### config.mk
export PLATFORM = sky130hd
export DESIGN_NAME = spi_gctl
export DESIGN_NICKNAME = d
export VERILOG_FILES = /design/src/rtl/spi_gctl_pkg.sv /design/src/rtl/spi_gctl_regs.sv /design/src/rtl/spi_gctl_ctrl.sv /design/src/rtl/spi_gctl_loop.sv /design/src/rtl/spi_gctl.sv
export SDC_FILE = /design/constraint.sdc
export NUM_CORES = 1
export LEC_CHECK = 0
export BUFFER_PORTS_ARGS = -buffer_cell sky130_fd_sc_hd__buf_2
export CAP_MARGIN = 15
export CORE_MARGIN = 4
export CORE_UTILIZATION = 31
export CTS_BUF_LIST = sky130_fd_sc_hd__clkbuf_8
export DETAILED_ROUTE_END_ITERATION = 16
export PLACE_DENSITY_LB_ADDON = 0.08
export SLEW_MARGIN = 0
export SYNTH_ARGS = -nofsm -noshare
export SYNTH_HDL_FRONTEND = slang
export SYNTH_SLANG_ARGS = --single-unit
export TNS_END_PERCENT = 30
### constraint.sdc
create_clock -name clk_i -period 2 [get_ports clk_i]
set_clock_uncertainty 0.05 [all_clocks]
set_input_delay 0.1 -clock clk_i [delete_from_list [all_inputs] [get_ports clk_i]]
set_output_delay 0.1 -clock clk_i [all_outputs]
set_load 0.02 [all_outputs]
### src/rtl/spi_gctl_pkg.sv
package spi_gctl_pkg;
  localparam int unsigned GCTL_OFS = 4;
  localparam int unsigned B_EN     = 24;
  localparam int unsigned B_LOOP   = 16;
  localparam int unsigned B_PDN    = 8;
  localparam int unsigned B_CLKINT = 1;
  localparam int unsigned B_MASTER = 0;

  typedef struct packed {
    logic en;
    logic loop;
    logic pdn;
    logic clkint;
    logic master;
  } gctl_t;
endpackage

### src/rtl/spi_gctl_regs.sv
module spi_gctl_regs
  import spi_gctl_pkg::*;
#(
  parameter int unsigned ADDR_W = 8,
  parameter int unsigned DATA_W = 32
) (
  input  logic              clk_i,
  input  logic              rst_ni,
  input  logic [ADDR_W-1:0] addr_i,
  input  logic              wr_i,
  input  logic              rd_i,
  input  logic [DATA_W-1:0] wdata_i,
  input  logic              priv_i,
  output logic [DATA_W-1:0] rdata_o,
  output gctl_t             q_o
);
  localparam logic [ADDR_W-1:0] OFS = ADDR_W'(GCTL_OFS);
  localparam logic [DATA_W-1:0] FMASK = (DATA_W'(1) << B_EN) | (DATA_W'(1) << B_LOOP) |
                                        (DATA_W'(1) << B_PDN) | (DATA_W'(1) << B_CLKINT) |
                                        (DATA_W'(1) << B_MASTER);

  gctl_t q;
  logic hit;
  logic [DATA_W-1:0] view;

  assign hit = (addr_i == OFS);

  always_comb begin
    view = '0;
    view[B_EN]     = q.en;
    view[B_LOOP]   = q.loop;
    view[B_PDN]    = q.pdn;
    view[B_CLKINT] = q.clkint;
    view[B_MASTER] = q.master;
  end

  always_ff @(posedge clk_i or negedge rst_ni) begin
    if (!rst_ni) begin
      q <= '0;
    end else if (wr_i && hit) begin
      q.en     <= wdata_i[B_EN];
      q.pdn    <= wdata_i[B_PDN];
      q.clkint <= wdata_i[B_CLKINT];
      q.master <= wdata_i[B_MASTER];
      if (priv_i) q.loop <= wdata_i[B_LOOP];
    end
  end

  // read returns pre-write value on a same-cycle write
  always_ff @(posedge clk_i or negedge rst_ni) begin
    if (!rst_ni)   rdata_o <= '0;
    else if (rd_i) rdata_o <= hit ? view : '0;
    else           rdata_o <= '0;
  end

  assign q_o = q;


  loop_priv_chk: assert property (@(posedge clk_i) disable iff (!rst_ni)
    (wr_i && hit && !priv_i) |=> $stable(q.loop));

  rsv_zero_chk: assert property (@(posedge clk_i) disable iff (!rst_ni)
    (rdata_o & ~FMASK) == '0);

  miss_read_chk: assert property (@(posedge clk_i) disable iff (!rst_ni)
    (rd_i && !hit) |=> rdata_o == '0);
endmodule

### src/rtl/spi_gctl_ctrl.sv
module spi_gctl_ctrl #(
  parameter int unsigned NCS = 6
) (
  input  logic           clk_i,
  input  logic           rst_ni,
  input  logic           en_i,
  input  logic           loop_i,
  input  logic           master_i,
  input  logic           clkint_i,
  output logic           clr_o,
  output logic           cfg_err_o,
  output logic           ena_oe_o,
  output logic [NCS-1:0] cs_oe_o
);
  assign clr_o     = ~en_i;
  assign cfg_err_o = loop_i & ~(master_i & clkint_i);
  // internal clock: enable pin is an input, chip selects drive
  assign ena_oe_o  = ~clkint_i;

  for (genvar i = 0; i < NCS; i++) begin : g_cs
    assign cs_oe_o[i] = clkint_i;
  end


  err_needs_loop_chk: assert property (@(posedge clk_i) disable iff (!rst_ni)
    cfg_err_o |-> loop_i);

  pin_dir_chk: assert property (@(posedge clk_i) disable iff (!rst_ni)
    ena_oe_o |-> (cs_oe_o == '0));
endmodule

### src/rtl/spi_gctl_loop.sv
module spi_gctl_loop #(
  parameter int unsigned LANES = 8
) (
  input  logic             clk_i,
  input  logic             rst_ni,
  input  logic             loop_i,
  input  logic [LANES-1:0] tx_i,
  input  logic [LANES-1:0] rx_pad_i,
  input  logic             sclk_core_i,
  input  logic             cpol_i,
  input  logic [LANES-1:0] somi_oe_core_i,
  output logic [LANES-1:0] rx_o,
  output logic             sclk_pad_o,
  output logic [LANES-1:0] somi_oe_o
);
  for (genvar i = 0; i < LANES; i++) begin : g_lane
    assign rx_o[i]      = loop_i ? tx_i[i] : rx_pad_i[i];
    assign somi_oe_o[i] = somi_oe_core_i[i] & ~loop_i;
  end

  assign sclk_pad_o = loop_i ? cpol_i : sclk_core_i;


  pads_quiet_chk: assert property (@(posedge clk_i) disable iff (!rst_ni)
    loop_i |-> (somi_oe_o == '0 && sclk_pad_o == cpol_i));

  lane_route_chk: assert property (@(posedge clk_i) disable iff (!rst_ni)
    loop_i |-> (rx_o == tx_i));
endmodule

### src/rtl/spi_gctl.sv
module spi_gctl
  import spi_gctl_pkg::*;
#(
  parameter int unsigned ADDR_W = 8,
  parameter int unsigned DATA_W = 32,
  parameter int unsigned LANES  = 8,
  parameter int unsigned NCS    = 6
) (
  input  logic              clk_i,
  input  logic              rst_ni,
  input  logic [ADDR_W-1:0] addr_i,
  input  logic              wr_i,
  input  logic              rd_i,
  input  logic [DATA_W-1:0] wdata_i,
  input  logic              priv_i,
  output logic [DATA_W-1:0] rdata_o,
  output logic              en_o,
  output logic              clr_o,
  output logic              pdn_o,
  output logic              master_o,
  output logic              clkint_o,
  output logic              cfg_err_o,
  output logic              ena_oe_o,
  output logic [NCS-1:0]    cs_oe_o,
  input  logic [LANES-1:0]  tx_data_i,
  input  logic [LANES-1:0]  rx_pad_i,
  output logic [LANES-1:0]  rx_data_o,
  input  logic              sclk_core_i,
  input  logic              cpol_i,
  output logic              sclk_pad_o,
  input  logic [LANES-1:0]  somi_oe_core_i,
  output logic [LANES-1:0]  somi_oe_o
);
  gctl_t q;

  spi_gctl_regs #(.ADDR_W(ADDR_W), .DATA_W(DATA_W)) u_regs (
    .clk_i, .rst_ni, .addr_i, .wr_i, .rd_i, .wdata_i, .priv_i,
    .rdata_o, .q_o(q)
  );

  spi_gctl_ctrl #(.NCS(NCS)) u_ctrl (
    .clk_i, .rst_ni,
    .en_i(q.en), .loop_i(q.loop), .master_i(q.master), .clkint_i(q.clkint),
    .clr_o, .cfg_err_o, .ena_oe_o, .cs_oe_o
  );

  spi_gctl_loop #(.LANES(LANES)) u_loop (
    .clk_i, .rst_ni, .loop_i(q.loop),
    .tx_i(tx_data_i), .rx_pad_i, .sclk_core_i, .cpol_i, .somi_oe_core_i,
    .rx_o(rx_data_o), .sclk_pad_o, .somi_oe_o
  );

  assign en_o     = q.en;
  assign pdn_o    = q.pdn;
  assign master_o = q.master;
  assign clkint_o = q.clkint;


  clr_level_chk: assert property (@(posedge clk_i) disable iff (!rst_ni)
    clr_o != en_o);
endmodule

After elaboration in Yosys (flattened, before gate mapping). Cells that the tools add are included.

Output and inout port bits: 62. Register bits: 37.

Equality and inequality tests: 1. Reduce and logical (&&, ||, !) cells: 2. Bitwise operators: 14. Muxes and demuxes: 11.

Operators with widths (count): 25-bit 2-to-1 mux (2); 1-bit bitwise AND (10); 1-bit 2-to-1 mux (9); 8-bit by 3-bit equality test with 1-bit output, second input constant (1); 1-bit inverter (4); 2-bit AND reduction (1); 1-bit logical AND (1).

Longest topological paths before layout. Gate-level depths: netlist (run 1).

Depth in word-level cells: 3. Mapped depth: 4. Depth with buffers taken out: 3.

By module. A second synthesis (run 1) with hierarchy kept.

Cell total of the unflattened synthesis: 86. Area, all modules: 885.8 µm².

Modules (own cells, without submodules): spi_gctl_regs (area an instance 616.8 µm², instances 1, cells an instance 58); spi_gctl_loop (area an instance 205.2 µm², instances 1, cells an instance 19); spi_gctl_ctrl (area an instance 63.8 µm², instances 1, cells an instance 9).

Worst setup path before layout (run 1). No wires, ideal clock.

Kind: flip-flop to output port. Start point: register, netlist name u_regs.q_o[3]. End point: output cfg_err_o. Required time: 1.850 ns. Data arrival time: 1.206 ns. Stages on the path, launching flop included: 5. Path slack: 0.644 ns. Buffers on the path: 2. Cell sequence: dfrtp_1 buf_2 clkbuf_1 inv_1 a21oi_1.

Cells in the longest elaborated chain, start to end: 1.

RTL lines: 1-bit bitwise AND (RTL line spi_gctl_ctrl.sv:16) `assign cfg_err_o = loop_i & ~(master_i & clkint_i);`; to (decl) (RTL line spi_gctl.sv:22) `output logic cfg_err_o,`.

No other way between the ends.

Worst setup path in the final report (run 1).
Start point: register, netlist name u_regs.q_o[3]. End point: output rx_data_o[6].

Cells in the longest elaborated chain, start to end: 1.

RTL lines: 1-bit 2-to-1 mux (RTL line spi_gctl_loop.sv:17) `assign rx_o[i] = loop_i ? tx_i[i] : rx_pad_i[i];`; to (decl) (RTL line spi_gctl.sv:27) `output logic [LANES-1:0] rx_data_o,`.

No other way between the ends.

==> impl_metrics.tcl, run 1 <==
set metrics [dict create \
    firstDrtPassIters 2 \
    die_w_um 59.7 \
    final_hold_viol_count 0 \
    wl_met1_um 583 \
    wl_met3_um 365 \
    antenna_found_initial 0 \
    wl_per_cell_um 10.6 \
    maxCapViolCount 0 \
    utilization_pct 46.4 \
    rows 18 \
    p_leak_nw 0.691 \
    fin_crit_ps 1680 \
    io_pins 133 \
    placedInstanceArea_um2 1100 \
    fin_area_um2 1160 \
    drc_errors 0 \
    synthSimpleGateAreaFrac_pct 16.3 \
    synth_xor_area_share_pct 0 \
    diodes 0 \
    tritoncts "built" \
    power_density_nw_per_um2 563 \
    gp_congestion 0.589 \
    drive_above_1_share_pct 62.7 \
    nNetsFinal 230 \
    arrival_ps 1530 \
    syn2layout_area_growth_pct 40.4 \
    fin_crit_sh_pct 84.2 \
    cp-start-kind "flip-flop" \
    syn_inst 84 \
    gr-total-overflow 0 \
    dp_hpwl_um 1770 \
    syn-cell-area_um2 827 \
    numCtsBuffers 3 \
    cp.required_ps 1850 \
    synth_mux_area_share_pct 19.1 \
    drt_wl_total_um 1990 \
    fillCellCount 255 \
    power_uw 654 \
    post_cts_buffers 0 \
    fp.dieH_um 59.7 \
    dieArea_um2 3560 \
    synth-compound-area-share_pct 0.605 \
    synth_warnings 0 \
    first_iter_violations 3 \
    viasPerCell 3.88 \
    cts-htree-levels 1 \
    post_cts_resized 0 \
    start_util_pct 33.1 \
    clk_path_buf_depth 2 \
    grt_max_degree 20 \
    ir_drop_mv 0.318 \
    setup_viol 0 \
    cp-end-kind "primary output" \
    ys_types 15 \
    synth_top_family_by_area "buffers and inverters" \
    clkTransAtPathRegs_ps 50 \
    critPathKind "reg2out" \
    hold_path.class "in2reg" \
    rsz0062_at_grt "no" \
    finalWorstSetupSlack_ps 317 \
    tightest_slew_ps 628 \
    yosys.area_share.adder_pct 0 \
    antenna_left 0 \
    clock_latency_ps 230 \
    synth-seq-cells 10 \
    portBuffers 78 \
    slew_headroom_pct 58.2 \
    max_clock_freq_ghz 0.594 \
    status "finished clean" \
    fin_tns_setup_ps 0 \
    vias 730 \
    syn_area_per_cell_um2 9.85 \
    met2WireLength_um 1040 \
    path_max_fanout 19 \
    drv_slew 0 \
    core_area_um2 2500 \
    grt_pass1_wl_um 2640 \
    place_ws_ps 542 \
    root_buffer "clkbuf_8" \
    seq_area_frac_synth_pct 30.3 \
    grt_pass1_vias 649 \
    routed.top_layer "met3" \
    hold_buffers 1 \
    grt_usage_pct 9.71 \
    cts.sinks 10 \
]
==> per-layer routing <==
| metal | track usage [%] | vias to the layer above |
|---|---|---|
| met5 | 0 | - |
| met4 | 2.85 | 0 |
| met3 | 2.81 | 0 |
| met2 | 19.9 | 53 |
| met1 | 8.89 | 323 |
| li1 | - | 354 |
==> final cells by class <==
type                    instances  area (um^2)  share of cell area [%]
repair buffers                 79          400                    34.5
clock buffers                   4         55.1                    4.74
flip-flops and latches         10          250                    21.6
well taps                      30         37.5                    3.23
multi-input cells              60          399                    34.4
inverters                       5         18.8                    1.62
==> cell usage after synthesis <==
cell type	number	area, um^2
clkbuf_1	1	3.75
conb_1	1	3.75
buf_4	33	248
mux2_2	14	158
nor4b_4	1	23.8
nand4_1	1	6.26
inv_1	5	18.8
dfrtp_1	10	250
nor4_4	1	21.3
nand3_1	1	5.00
buf_2	1	5.00
a21oi_1	1	5.00
nand3_2	1	10.0
nor2_1	5	18.8
nor2b_1	8	50.1
==> registers in the layout (all words and copies together), names as in the netlist <==
register	cells
u_regs.q_o	5
u_regs.rdata_o	5
==> power by group <==
| part | switching [mW] | internal (mW) | total [mW] |
|---|---|---|---|
| Sequential | 0.00741 | 0.207 | 0.215 |
| Combinational | 0.120 | 0.0709 | 0.191 |
| Clock | 0.0749 | 0.173 | 0.248 |
| Total | 0.203 | 0.451 | 0.654 |
==> critical path, cell delays in order (launching register included) <==
cell and delay [ps]:
dfrtp_1 740, mux2_2 400, buf_2 160
==> worst paths after layout <==
kind                                     from                  to  slack (ps)  depth (start not counted)
worst max-delay path            u_regs.q_o[3]        rx_data_o[6]         320                          2
worst min-delay path               wdata_i[8]       u_regs.q_o[2]          50                          2
worst max register to register  u_regs.q_o[3]       u_regs.q_o[3]         860                          1
worst min register to register  u_regs.q_o[0]   u_regs.rdata_o[0]         480                          2
max in group asynchronous              rst_ni       u_regs.q_o[1]        1490                          2
min in group asynchronous              rst_ni  u_regs.rdata_o[24]         220                          2
==> layout by cell type (no fill, tap or decap) <==
cell           synthesis  routed
a21oi_1                1       1
nor2b_1                8       8
clkbuf_8               0       4
nand4_1                1       1
conb_1                 1      27
dlygate4sd3_1          0       1
buf_2                  1      78
inv_1                  5       5
nor4b_4                1       1
mux2_2                14      14
dfrtp_1               10      10
nor2_1                 5       5
nand3_1                1       1
nor4_4                 1       1
nand3_2                1       1
==> stage by stage <==
step | hold WS, ps | std cells
floorplan | -246 | 110
global placement | -80.2 | 183
detailed placement | -74.3 | 183
CTS | 43.7 | 188
global route | 47.5 | 188
finish | 47.7 | 188
==> logic make-up after synthesis <==
logic type             Yosys count
buffers and inverters           40
and+or+nand+nor                 18
muxes                           14
DFF                             10
AOI/OAI and AO/OA                1
other                            1
No activity file was read; power rests on OpenSTA's default activity.
==> inputs of run 2 (changes only) <==
--- a/config.mk
+++ b/config.mk
@@ -8,7 +8,7 @@
 export BUFFER_PORTS_ARGS = -buffer_cell sky130_fd_sc_hd__buf_2
 export CAP_MARGIN = 15
 export CORE_MARGIN = 4
-export CORE_UTILIZATION = 31
+export CORE_UTILIZATION = 29
 export CTS_BUF_LIST = sky130_fd_sc_hd__clkbuf_8
 export DETAILED_ROUTE_END_ITERATION = 16
 export PLACE_DENSITY_LB_ADDON = 0.08
==> constraint.sdc (replaced) <==
create_clock -name clk_i -period 1.7 [get_ports clk_i]
set_clock_uncertainty 0.05 [all_clocks]
set_input_delay 0.085 -clock clk_i [delete_from_list [all_inputs] [get_ports clk_i]]
set_output_delay 0.085 -clock clk_i [all_outputs]
set_load 0.02 [all_outputs]
==> impl_metrics.tcl, run 2 (synthesis gave the netlist of run 1 again) <==
set metrics [dict create \
    hp-start "wdata_i[0]" \
    clkTransAtPathRegs_ps 40 \
    max_clock_freq_ghz 0.681 \
    p_leak_nw 0.682 \
    reg2regPathDepth 1 \
    drc_errors 0 \
    ir_drop_mv 0.383 \
    root_buffer "clkbuf_8" \
    final_cell_mix "buf_2 (78), conb_1 (27), mux2_2 (14)" \
    power_frac_comb_pct 31.8 \
    clock_latency_ps 230 \
    min_path_cells 2 \
    status "finished clean" \
    fp.dieH_um 61.4 \
    gr-total-overflow 0 \
    cp.required_ps 1560 \
    drv_slew 0 \
    portBuffers 78 \
    final_hold_viol_count 0 \
    cp-start-kind "flip-flop" \
    viasPerCell 3.91 \
    fin_crit_sh_pct 86.3 \
    cts.sinks 10 \
    tritoncts "built" \
    p_clk_share_pct 32.4 \
    hold_path.class "in2reg" \
    vias 736 \
    start_util_pct 30.3 \
    holdPathEnd "u_regs.q_o[0]" \
    power_density_nw_per_um2 614 \
    swShare_pct 31.8 \
    placed_cells 184 \
    antenna_found_initial 0 \
    maxCapViolCount 0 \
    setup_viol 0 \
    fin_tns_setup_ps 0 \
    wl_per_cell_um 10.3 \
    grt_max_degree 20 \
    rows 19 \
    nNetsFinal 230 \
    core_area_um2 2730 \
    critPathKind "reg2out" \
    grt_pass1_wl_um 2330 \
    p_int_uw 481 \
    syn2layout_area_growth_pct 39.0 \
    dp_hpwl_um 1750 \
    stdcell_count 188 \
    cts-htree-levels 1 \
    post_cts_buffers 0 \
    mostFrequentLayoutCell "buf_2" \
    rsz0062_at_grt "no" \
    grt_pass1_vias 604 \
    power_uw 706 \
    crit-reg2reg-capture "u_regs.q_o[3]" \
    hold_ws_ps 37.3 \
    grt_usage_pct 8.36 \
    antenna_left 0 \
    clk_path_buf_depth 2 \
    path_max_fanout 19 \
    firstDrtPassIters 2 \
    first_iter_violations 6 \
    diodes 0 \
    utilization_pct 42.1 \
    io_pins 133 \
    p_sw_uw 225 \
    gp_congestion 0.671 \
    r2r_setup_slack_ps 690 \
    arrival_ps 1330 \
    die_w_um 61.4 \
    numCtsBuffers 3 \
    dieArea_um2 3770 \
    fin_crit_ps 1470 \
    worstReg2RegStart "u_regs.q_o[3]" \
    drive_above_1_share_pct 63.1 \
    drt_wl_total_um 1930 \
    cp-end-kind "primary output" \
    seq_power_share_pct 35.8 \
]
[run 2: cell types whose count changed in the layout (fill, tap and decap cells not counted)]
| cell | change |
|---|---|
| dfrtp_2 | +1 |
| dfrtp_1 | -1 |
| clkbuf_8 | -1 |
[run 2: layer usage]
layer / wire, um / part of all wire (%) / vias to the layer above / track usage (%)
met5: 0 / 0 / - / 0
met1: 487 / 25 / 328 / 7.04
met4: 10 / 0.52 / 0 / 2.73
met3: 365 / 19 / 2 / 4.40
met2: 1070 / 55 / 53 / 16.5
li1: - / - / 353 / -
[run 2: worst max-delay path by stage]
stage                       start      endpoint  slack (ps)  cells after the start
finish              u_regs.q_o[3]  rx_data_o[1]         230                      2
global route        u_regs.q_o[3]  rx_data_o[1]         160                      2
CTS                 u_regs.q_o[3]  rx_data_o[1]          10                      2
detailed placement  u_regs.q_o[3]  rx_data_o[1]         270                      2
global placement    u_regs.q_o[3]  rx_data_o[5]         300                      2
floorplan           u_regs.q_o[3]     cfg_err_o         360                      4
[run 2: cell type report]
class	count	area (um^2)
clock buffers	3	41.3
fillers	307	1580
inverters	5	18.8
multi-input cells	60	399
flip-flops and latches	10	251
well taps	31	38.8
repair buffers	79	400
[run 2: stage by stage]
stage,area [um^2],setup slack (ps)
after global routing,1150,164
final,1150,232
after CTS,1150,14.9
after floorplan,925,359
after global placement,1100,300
after detailed placement,1100,265
[run 2: worst max-delay path, stage by stage (launching register included)]
cell	delay, ps
dfrtp_2	560
mux2_2	380
buf_2	160
[run 2: timing repair]
| action | 4_1_cts | 5_1_grt |
|---|---|---|
| hold buffers | 1 | 0 |
| hold endpoints to repair | 10 | 0 |
| setup endpoints to repair | 0 | 9 |
| resized for setup | 0 | 1 |
[run 2: power groups by stage]
stage	Clock (mW)	Sequential [mW]	Combinational [mW]
2_1_floorplan	0	0.258	0.196
3_3_place_gp	0	0.256	0.222
3_5_place_dp	0	0.256	0.224
4_1_cts	0.236	0.253	0.226
5_1_grt	0.253	0.254	0.244
6_report	0.229	0.253	0.224
